[src/rtl/cmb_pkg.sv]
package cmb_pkg;
  typedef enum logic [2:0] {
    ST_IDLE, ST_FILL, ST_SHOW, ST_ACK, ST_HOLD, ST_LEG
  } cmb_state_e;

  localparam int BIT_BUSY = 16;
  localparam int BIT_RDY  = 17;
  localparam int ERR_LO   = 18;
  localparam int ERR_W    = 10;

  localparam logic [15:0] OPC_DESTROY = 16'd1;
  localparam logic [15:0] OPC_QSTATE  = 16'd2;
  localparam logic [15:0] OPC_SUSPEND = 16'd3;
  localparam logic [15:0] OPC_RESUME  = 16'd4;
endpackage

[src/rtl/cmb_window.sv]
module cmb_window #(
  parameter int WIN_WORDS = 8,
  parameter int DW        = 32,
  localparam int AW       = (WIN_WORDS > 1) ? $clog2(WIN_WORDS) : 1
) (
  input  logic          clk,
  input  logic          rst,
  input  logic          we,
  input  logic [AW-1:0] waddr,
  input  logic [DW-1:0] wdata,
  input  logic          re,
  input  logic [AW-1:0] raddr,
  output logic [DW-1:0] rdata
);
  logic [DW-1:0] mem [WIN_WORDS];

  always_ff @(posedge clk) begin
    if (we) mem[waddr] <= wdata;
    if (re) rdata <= mem[raddr];
  end

  // chunk words land inside the window
  p_wr_range_r4: assert property (@(posedge clk) disable iff (rst)
    we |-> (int'(waddr) < WIN_WORDS));
endmodule

[src/rtl/cmb_seq.sv]
module cmb_seq
  import cmb_pkg::*;
#(
  parameter int          WIN_WORDS = 8,
  parameter logic [9:0]  UNK_ERR   = 10'd5,
  localparam int AW = (WIN_WORDS > 1) ? $clog2(WIN_WORDS) : 1,
  localparam int CW = $clog2(WIN_WORDS + 1)
) (
  input  logic          clk,
  input  logic          rst,
  input  logic          legacy_i,
  input  logic          wr_op_i,
  input  logic          wr_ctl_i,
  input  logic [31:0]   wdata_i,
  input  logic          src_valid_i,
  input  logic          src_last_i,
  input  logic [9:0]    src_err_i,
  output logic          src_ready_o,
  output logic          mem_we_o,
  output logic [AW-1:0] mem_waddr_o,
  output logic [31:0]   op_o,
  output logic [31:0]   ctl_o,
  output logic          cmd_valid_o,
  output logic [15:0]   cmd_opcode_o,
  output logic [15:0]   cmd_qidx_o
);
  cmb_state_e    st_q;
  logic [31:0]   op_q;
  logic [15:0]   size_q, rem_q;
  logic          busy_q, rdy_q;
  logic [9:0]    err_q;
  logic [CW-1:0] cnt_q;
  logic          fin, close;

  assign src_ready_o = (st_q == ST_FILL) || (st_q == ST_ACK) || (st_q == ST_LEG);
  assign mem_we_o    = (st_q == ST_FILL) && src_valid_i && (src_err_i == '0);
  assign mem_waddr_o = cnt_q[AW-1:0];
  assign fin         = src_last_i || (rem_q == 16'd1);
  assign close       = fin || (int'(cnt_q) == WIN_WORDS - 1);
  assign op_o        = op_q;
  assign ctl_o       = {4'b0, err_q, rdy_q, busy_q, size_q};
  assign cmd_opcode_o = op_q[15:0];
  assign cmd_qidx_o   = op_q[31:16];

  always_ff @(posedge clk) begin
    if (rst) begin
      st_q <= ST_IDLE; op_q <= '0; size_q <= '0; rem_q <= '0;
      busy_q <= 1'b0; rdy_q <= 1'b0; err_q <= '0; cnt_q <= '0;
      cmd_valid_o <= 1'b0;
    end else begin
      cmd_valid_o <= 1'b0;
      unique case (st_q)
        ST_IDLE: begin
          if (wr_ctl_i) begin
            size_q <= wdata_i[15:0];
            busy_q <= 1'b0; rdy_q <= 1'b0; err_q <= '0;
          end
          if (wr_op_i && wdata_i[15:0] != '0) begin
            if (legacy_i) begin
              op_q <= wdata_i; cmd_valid_o <= 1'b1; st_q <= ST_LEG;
            end else if (wdata_i[15:0] == OPC_QSTATE) begin
              if (size_q == '0) begin
                rdy_q <= 1'b1; busy_q <= 1'b0; err_q <= '0;
              end else begin
                op_q <= wdata_i; cmd_valid_o <= 1'b1; st_q <= ST_FILL;
                busy_q <= 1'b1; rdy_q <= 1'b0; err_q <= '0;
                rem_q <= size_q; cnt_q <= '0;
              end
            end else if (wdata_i[15:0] == OPC_DESTROY || wdata_i[15:0] == OPC_SUSPEND ||
                         wdata_i[15:0] == OPC_RESUME) begin
              op_q <= wdata_i; cmd_valid_o <= 1'b1; st_q <= ST_ACK;
              busy_q <= 1'b1; rdy_q <= 1'b0; err_q <= '0;
            end else begin
              op_q <= wdata_i; st_q <= ST_HOLD;
              size_q <= '0; busy_q <= 1'b0; rdy_q <= 1'b1; err_q <= UNK_ERR;
            end
          end
        end
        ST_FILL: begin
          if (src_valid_i) begin
            if (src_err_i != '0) begin
              err_q <= src_err_i; size_q <= '0; rdy_q <= 1'b1; busy_q <= 1'b0;
              op_q <= '0; st_q <= ST_IDLE;
            end else begin
              cnt_q <= cnt_q + 1'b1;
              rem_q <= rem_q - 16'd1;
              if (close) begin
                size_q <= 16'(cnt_q) + 16'd1;
                rdy_q  <= 1'b1;
                cnt_q  <= '0;
                if (fin) begin
                  busy_q <= 1'b0; op_q <= '0; st_q <= ST_IDLE;
                end else begin
                  st_q <= ST_SHOW;
                end
              end
            end
          end
        end
        ST_SHOW: if (wr_ctl_i && !wdata_i[BIT_RDY]) begin
          rdy_q <= 1'b0; st_q <= ST_FILL;
        end
        ST_ACK: if (src_valid_i) begin
          size_q <= '0; rdy_q <= 1'b1; busy_q <= 1'b0; err_q <= src_err_i;
          st_q <= ST_HOLD;
        end
        ST_HOLD: if (wr_ctl_i && !wdata_i[BIT_RDY]) begin
          rdy_q <= 1'b0; op_q <= '0; st_q <= ST_IDLE;
        end
        ST_LEG: if (src_valid_i && src_last_i) begin
          op_q <= '0; st_q <= ST_IDLE;
        end
        default: st_q <= ST_IDLE;
      endcase
    end
  end

  // a running command's register only ever changes by clearing
  p_op_hold_r3: assert property (@(posedge clk) disable iff (rst)
    (op_q != '0) |=> (op_q == $past(op_q) || op_q == '0));
  // no producer beat is taken while a chunk waits for the host
  p_no_fill_r5: assert property (@(posedge clk) disable iff (rst)
    (ctl_o[BIT_RDY] && ctl_o[BIT_BUSY]) |-> !src_ready_o);
  // a reported error always means the transfer is over
  p_err_done_r7: assert property (@(posedge clk) disable iff (rst)
    (ctl_o[ERR_LO +: ERR_W] != '0) |-> !ctl_o[BIT_BUSY]);
  // a presented chunk never exceeds the window
  p_chunk_max_r4: assert property (@(posedge clk) disable iff (rst)
    (ctl_o[BIT_RDY] && st_q != ST_IDLE && st_q != ST_LEG) |-> (int'(ctl_o[15:0]) <= WIN_WORDS));
  // legacy commands leave the control flags alone
  p_leg_ctl_r10: assert property (@(posedge clk) disable iff (rst)
    (st_q == ST_LEG) |=> $stable(ctl_o));
endmodule

[src/rtl/cmb_mailbox.sv]
module cmb_mailbox #(
  parameter int         WIN_WORDS = 8,
  parameter int         ADDR_W    = 4,
  parameter logic [9:0] UNK_ERR   = 10'd5,
  localparam int AW       = (WIN_WORDS > 1) ? $clog2(WIN_WORDS) : 1,
  localparam int WIN_BASE = 3
) (
  input  logic              clk,
  input  logic              rst,
  input  logic              legacy,
  input  logic              bus_wr,
  input  logic              bus_rd,
  input  logic [ADDR_W-1:0] bus_addr,
  input  logic [31:0]       bus_wdata,
  output logic [31:0]       bus_rdata,
  input  logic              src_valid,
  input  logic [31:0]       src_data,
  input  logic              src_last,
  input  logic [9:0]        src_err,
  output logic              src_ready,
  output logic              cmd_valid,
  output logic [15:0]       cmd_opcode,
  output logic [15:0]       cmd_qidx
);
  logic [31:0]       op_w, ctl_w, win_rd, reg_q;
  logic              we_w, win_hit, sel_win_q;
  logic [AW-1:0]     waddr_w;
  logic [ADDR_W-1:0] off;

  assign off     = bus_addr - ADDR_W'(WIN_BASE);
  assign win_hit = (int'(bus_addr) >= WIN_BASE) && (int'(bus_addr) < WIN_BASE + WIN_WORDS);

  cmb_seq #(.WIN_WORDS(WIN_WORDS), .UNK_ERR(UNK_ERR)) u_seq (
    .clk, .rst, .legacy_i(legacy),
    .wr_op_i(bus_wr && bus_addr == '0),
    .wr_ctl_i(bus_wr && bus_addr == ADDR_W'(1)),
    .wdata_i(bus_wdata),
    .src_valid_i(src_valid), .src_last_i(src_last), .src_err_i(src_err),
    .src_ready_o(src_ready), .mem_we_o(we_w), .mem_waddr_o(waddr_w),
    .op_o(op_w), .ctl_o(ctl_w),
    .cmd_valid_o(cmd_valid), .cmd_opcode_o(cmd_opcode), .cmd_qidx_o(cmd_qidx)
  );

  cmb_window #(.WIN_WORDS(WIN_WORDS), .DW(32)) u_win (
    .clk, .rst, .we(we_w), .waddr(waddr_w), .wdata(src_data),
    .re(bus_rd && win_hit), .raddr(off[AW-1:0]), .rdata(win_rd)
  );

  always_ff @(posedge clk) begin
    if (rst) begin
      reg_q <= '0; sel_win_q <= 1'b0;
    end else if (bus_rd) begin
      sel_win_q <= win_hit;
      if (bus_addr == '0)              reg_q <= op_w;
      else if (bus_addr == ADDR_W'(1)) reg_q <= ctl_w;
      else                             reg_q <= '0;
    end
  end

  assign bus_rdata = sel_win_q ? win_rd : reg_q;

  // read data is driven by the register path right after reset
  p_rst_read_r1: assert property (@(posedge clk) rst |=> (bus_rdata == '0));
endmodule

[config.mk]
export PLATFORM = sky130hd
export DESIGN_NAME = cmb_mailbox
export DESIGN_NICKNAME = d
export VERILOG_FILES = /design/src/rtl/cmb_pkg.sv /design/src/rtl/cmb_window.sv /design/src/rtl/cmb_seq.sv /design/src/rtl/cmb_mailbox.sv
export SDC_FILE = /design/constraint.sdc
export NUM_CORES = 1
export LEC_CHECK = 0
export ABC_AREA = 1
export BUFFER_PORTS_ARGS = -buffer_cell sky130_fd_sc_hd__buf_2
export CELL_PAD_IN_SITES_DETAIL_PLACEMENT = 2
export CELL_PAD_IN_SITES_GLOBAL_PLACEMENT = 2
export CORE_MARGIN = 1.5
export CORE_UTILIZATION = 41
export CTS_CLUSTER_SIZE = 24
export DETAILED_ROUTE_END_ITERATION = 10
export GPL_TIMING_DRIVEN = 0
export PLACE_DENSITY_LB_ADDON = 0.2
export SLEW_MARGIN = 30
export SYNTH_ARGS = -nofsm -noshare
export SYNTH_HDL_FRONTEND = slang
export SYNTH_SLANG_ARGS = --single-unit
export TNS_END_PERCENT = 5
[constraint.sdc]
create_clock -name clk -period 11.82 [get_ports clk]
set_input_delay 0 -clock clk [delete_from_list [all_inputs] [get_ports clk]]
set_output_delay 0 -clock clk [all_outputs]
set_load 0.005 [all_outputs]
==> run metrics <==
crit path launch type input port; area of the core region approximately 42000 um^2; clock latency of the later-clocked register in the worst-skew pair ~0.6 ns; slew at the pin with the worst max-slew slack 0.8650 ns; total vias in the final route roughly 15000; data required time at the worst endpoint between 10 and 15 ns; CP most frequent cell clkbuf_1; post-DR wirelength/cell ~29 um; number of gates given a new drive strength after cts 0; setup clock skew after layout 0.02550 ns; final design utilization 0.5116; CP peak stage delay ~0.64 ns; post-placement cell count around 2500; htree depth 2; headroom to the max-slew limit 0.4202; Peak VDD IR 0.1787 mV; Layout area overhead 22.94%; total leakage power 8.216 nW; Detailed Place HPWL 49690 um; series of cell instances along the critical path buf_2 > inv_1 > clkbuf_1 > clkbuf_1 > buf_2 > ha_1 > clkbuf_1 > clkbuf_1 > nor2_1 > o21ai_0 > a31oi_1; number of endpoints failing setup at the final stage 0; Site Rows 75; # hold bufs at CTS between 70 and 80; die height 209.3 um; violation count after the first detailed-route iteration 1372; overall power consumption between 0.004 and 0.005 W; fraction of the cycle the final worst path needs 0.3094; Gate Count Post-Synth between 1500 and 2000; endpoint kind of the worst setup timing path flip-flop; path category of the worst min-delay check in -> reg; Synth Register Bits slightly above 400; final count of pins violating max slew 0; top library cells by usage in the layout, fill and taps aside 374 x nor2_1, 288 x edfxtp_1, 241 x nand2_1, 200 x o21ai_0, 165 x buf_2; count of buffer and inverter cells on the critical path 7; critical path fanouts, max 10; DRC viols 0; clock-pin slew of the registers on the worst-case setup and hold paths about 0.07 ns; GRT overflow 0; layout cell share with drive strength beyond 1 0.1754; Final Hold Fails 0; CTS tree yes; number of nets in the synthesized netlist 1870; final standard cell count with taps included and fillers excluded roughly 2700; Global Route Usage Sum 0.3541; GPL Wtd Cong 0.8780; number of setup buffers added after CTS 0; Via-to-Cell Ratio 5.807; number of nets with antenna violations after detailed routing 0; critical path start-end classification in -> reg; critical path's top delay family buffers and inverters; number of ports placed on the die boundary approximately 150; clock root cell clkbuf_16; status completed; Die W about 210 um; power per unit of standard cell area between 200 and 250 nW/um^2; die outline area ~44000 um^2; max capacitance violation total 0; number of cells on the worst hold path 6; reg2reg path depth 11; most common cell after layout, fill and taps aside nor2_1; Max Clk Rate 273.4 MHz; maximum count of clock buffers along a single path 3; I/O Buffers around 150; via count of the first global-routing pass around 17000; final total negative setup slack 0 ns; crit path DAT ~3.9 ns; fraction of the yosys area taken by sequential cells 0.6296; syn avg cell area between 9 and 10 um^2; cell depth of the worst setup path 11; number of search-and-repair iterations in the first detailed-routing pass 5; initial standard-cell utilization of the core 0.4162; routed wire length approximately 77000 um; pin count of the biggest net entering global routing 19; setup repair after global routing missed its margin false; netlist area before placement about 17000 um^2; Critical Path Slowest Stage Cell clkbuf_1; min Tclk post-route around 3.7 ns; Sink Count 405; Cell variety after synth 38; number of CTS-inserted buffers 45; first-pass GRT wire length around 110000 um; count of synthesis-stage warnings from yosys 0; antenna violations before repair 3; net count of the finished layout ~2200
[stage by stage]
stage | hold WS [ns] | area, um^2 | worst slack [ns]
2_1_floorplan | 0.09887 | 17460 | 7.953
3_3_place_gp | 0.2628 | 18870 | 5.470
3_5_place_dp | 0.2866 | 19260 | 7.737
4_1_cts | 0.01177 | 21460 | 8.264
5_1_grt | 0.08462 | 21460 | 8.002
6_report | 0.01920 | 21460 | 8.162
[routing by layer]
| metal | GRT usage | routed length, um |
|---|---|---|
| met1 | 0.4110 | 29960 |
| met2 | 0.6562 | 40880 |
| met3 | 0.04250 | 3533 |
| met4 | 0.1529 | 3001 |
| met5 | 0 | 13 |
[cell usage after synthesis]
master / count / area [um^2]
nor2_1: 375 / 1408
mux2_2: 32 / 360.4
nand2_4: 2 / 22.52
clkbuf_1: 68 / 255.2
clkinv_1: 1 / 3.750
xor2_1: 1 / 8.760
inv_1: 78 / 292.8
a31oi_1: 60 / 375.4
buf_6: 5 / 56.30
nor2_2: 10 / 62.56
nand3_2: 2 / 20.02
a21boi_0: 1 / 7.510
nand2_2: 7 / 43.79
o21ai_2: 2 / 17.52
a21oi_2: 11 / 96.34
nor2_4: 5 / 56.30
nor4_1: 1 / 6.260
a21oi_1: 58 / 290.3
o21ai_0: 200 / 1001
clkinv_4: 1 / 8.760
o22ai_1: 33 / 206.5
o21bai_1: 1 / 7.510
ha_1: 6 / 75.07
nand3b_1: 1 / 7.510
nor3_1: 11 / 55.05
o21ai_1: 6 / 30.03
buf_4: 4 / 30.03
buf_2: 17 / 85.08
xnor2_1: 2 / 17.52
nand4_1: 3 / 18.77
or2_2: 8 / 50.05
dfxtp_1: 117 / 2342
edfxtp_1: 288 / 8648
nand2_1: 241 / 904.6
nand3_1: 103 / 515.5
and2_1: 1 / 6.260
buf_1: 8 / 30.03
inv_2: 9 / 33.78
[final cells by class]
class	count	area, um^2
Fill cell	4286	20490
Sequential cell	405	10990
Multi-Input combinational cell	1183	5725
Timing Repair Buffer	264	1853
Clock buffer	56	1199
Tap cell	539	674.4
Buffer	102	456.7
Inverter	89	339.1
Clock inverter	22	217.7
Antenna cell	2	5.005
[worst paths after layout]
kind              startpoint               to  slack, ns
max reg2reg    u_seq.st_q[0]  u_win.mem[1][6]       8.63
min reg2reg  u_seq.rem_q[14]  u_seq.rem_q[14]       0.47
min                 src_last     u_seq.busy_q       0.02
max              bus_addr[0]  u_win.rdata[22]       8.16
[registers in the layout (all words and copies together), names as in the netlist]
| name | cells |
|---|---|
| u_seq.st_q | 3 |
| u_seq.busy_q | 1 |
| reg_q | 32 |
| u_win.mem | 256 |
| u_seq.rem_q | 16 |
| u_seq.cmd_valid_o | 1 |
| u_seq.err_q | 10 |
| u_seq.cnt_q | 4 |
| u_win.rdata | 32 |
| u_seq.op_o | 32 |
| u_seq.rdy_q | 1 |
| sel_win_q | 1 |
| u_seq.size_q | 16 |
[kinds of logic (layout without fill, tap and decap cells)]
family	after synthesis	after routing	share of synthesized area
flops	405	405	0.6296
buf+inv	191	533	0.04558
other cells	0	2	0
mux	32	32	0.02064
simple gates	770	770	0.1820
fa+ha+maj	6	6	0.004300
xor+xnor	3	3	0.001505
compound gates	372	372	0.1164
[power breakdown]
| group | leakage, nW | total [W] | internal [W] | switching, W |
|---|---|---|---|---|
| logic | 3.97 | 0.00130 | 0.000407 | 0.000889 |
| registers | 3.56 | 0.00175 | 0.00162 | 0.000126 |
| clock network | 0.692 | 0.00145 | 0.000805 | 0.000642 |
[worst min-delay path, delay by kind of cell]
kind	cells	cell delay [ns]
simple gates	2	0.17
compound gates	2	0.24
buf+inv	2	0.15
Power figures use the tool's default switching activity.
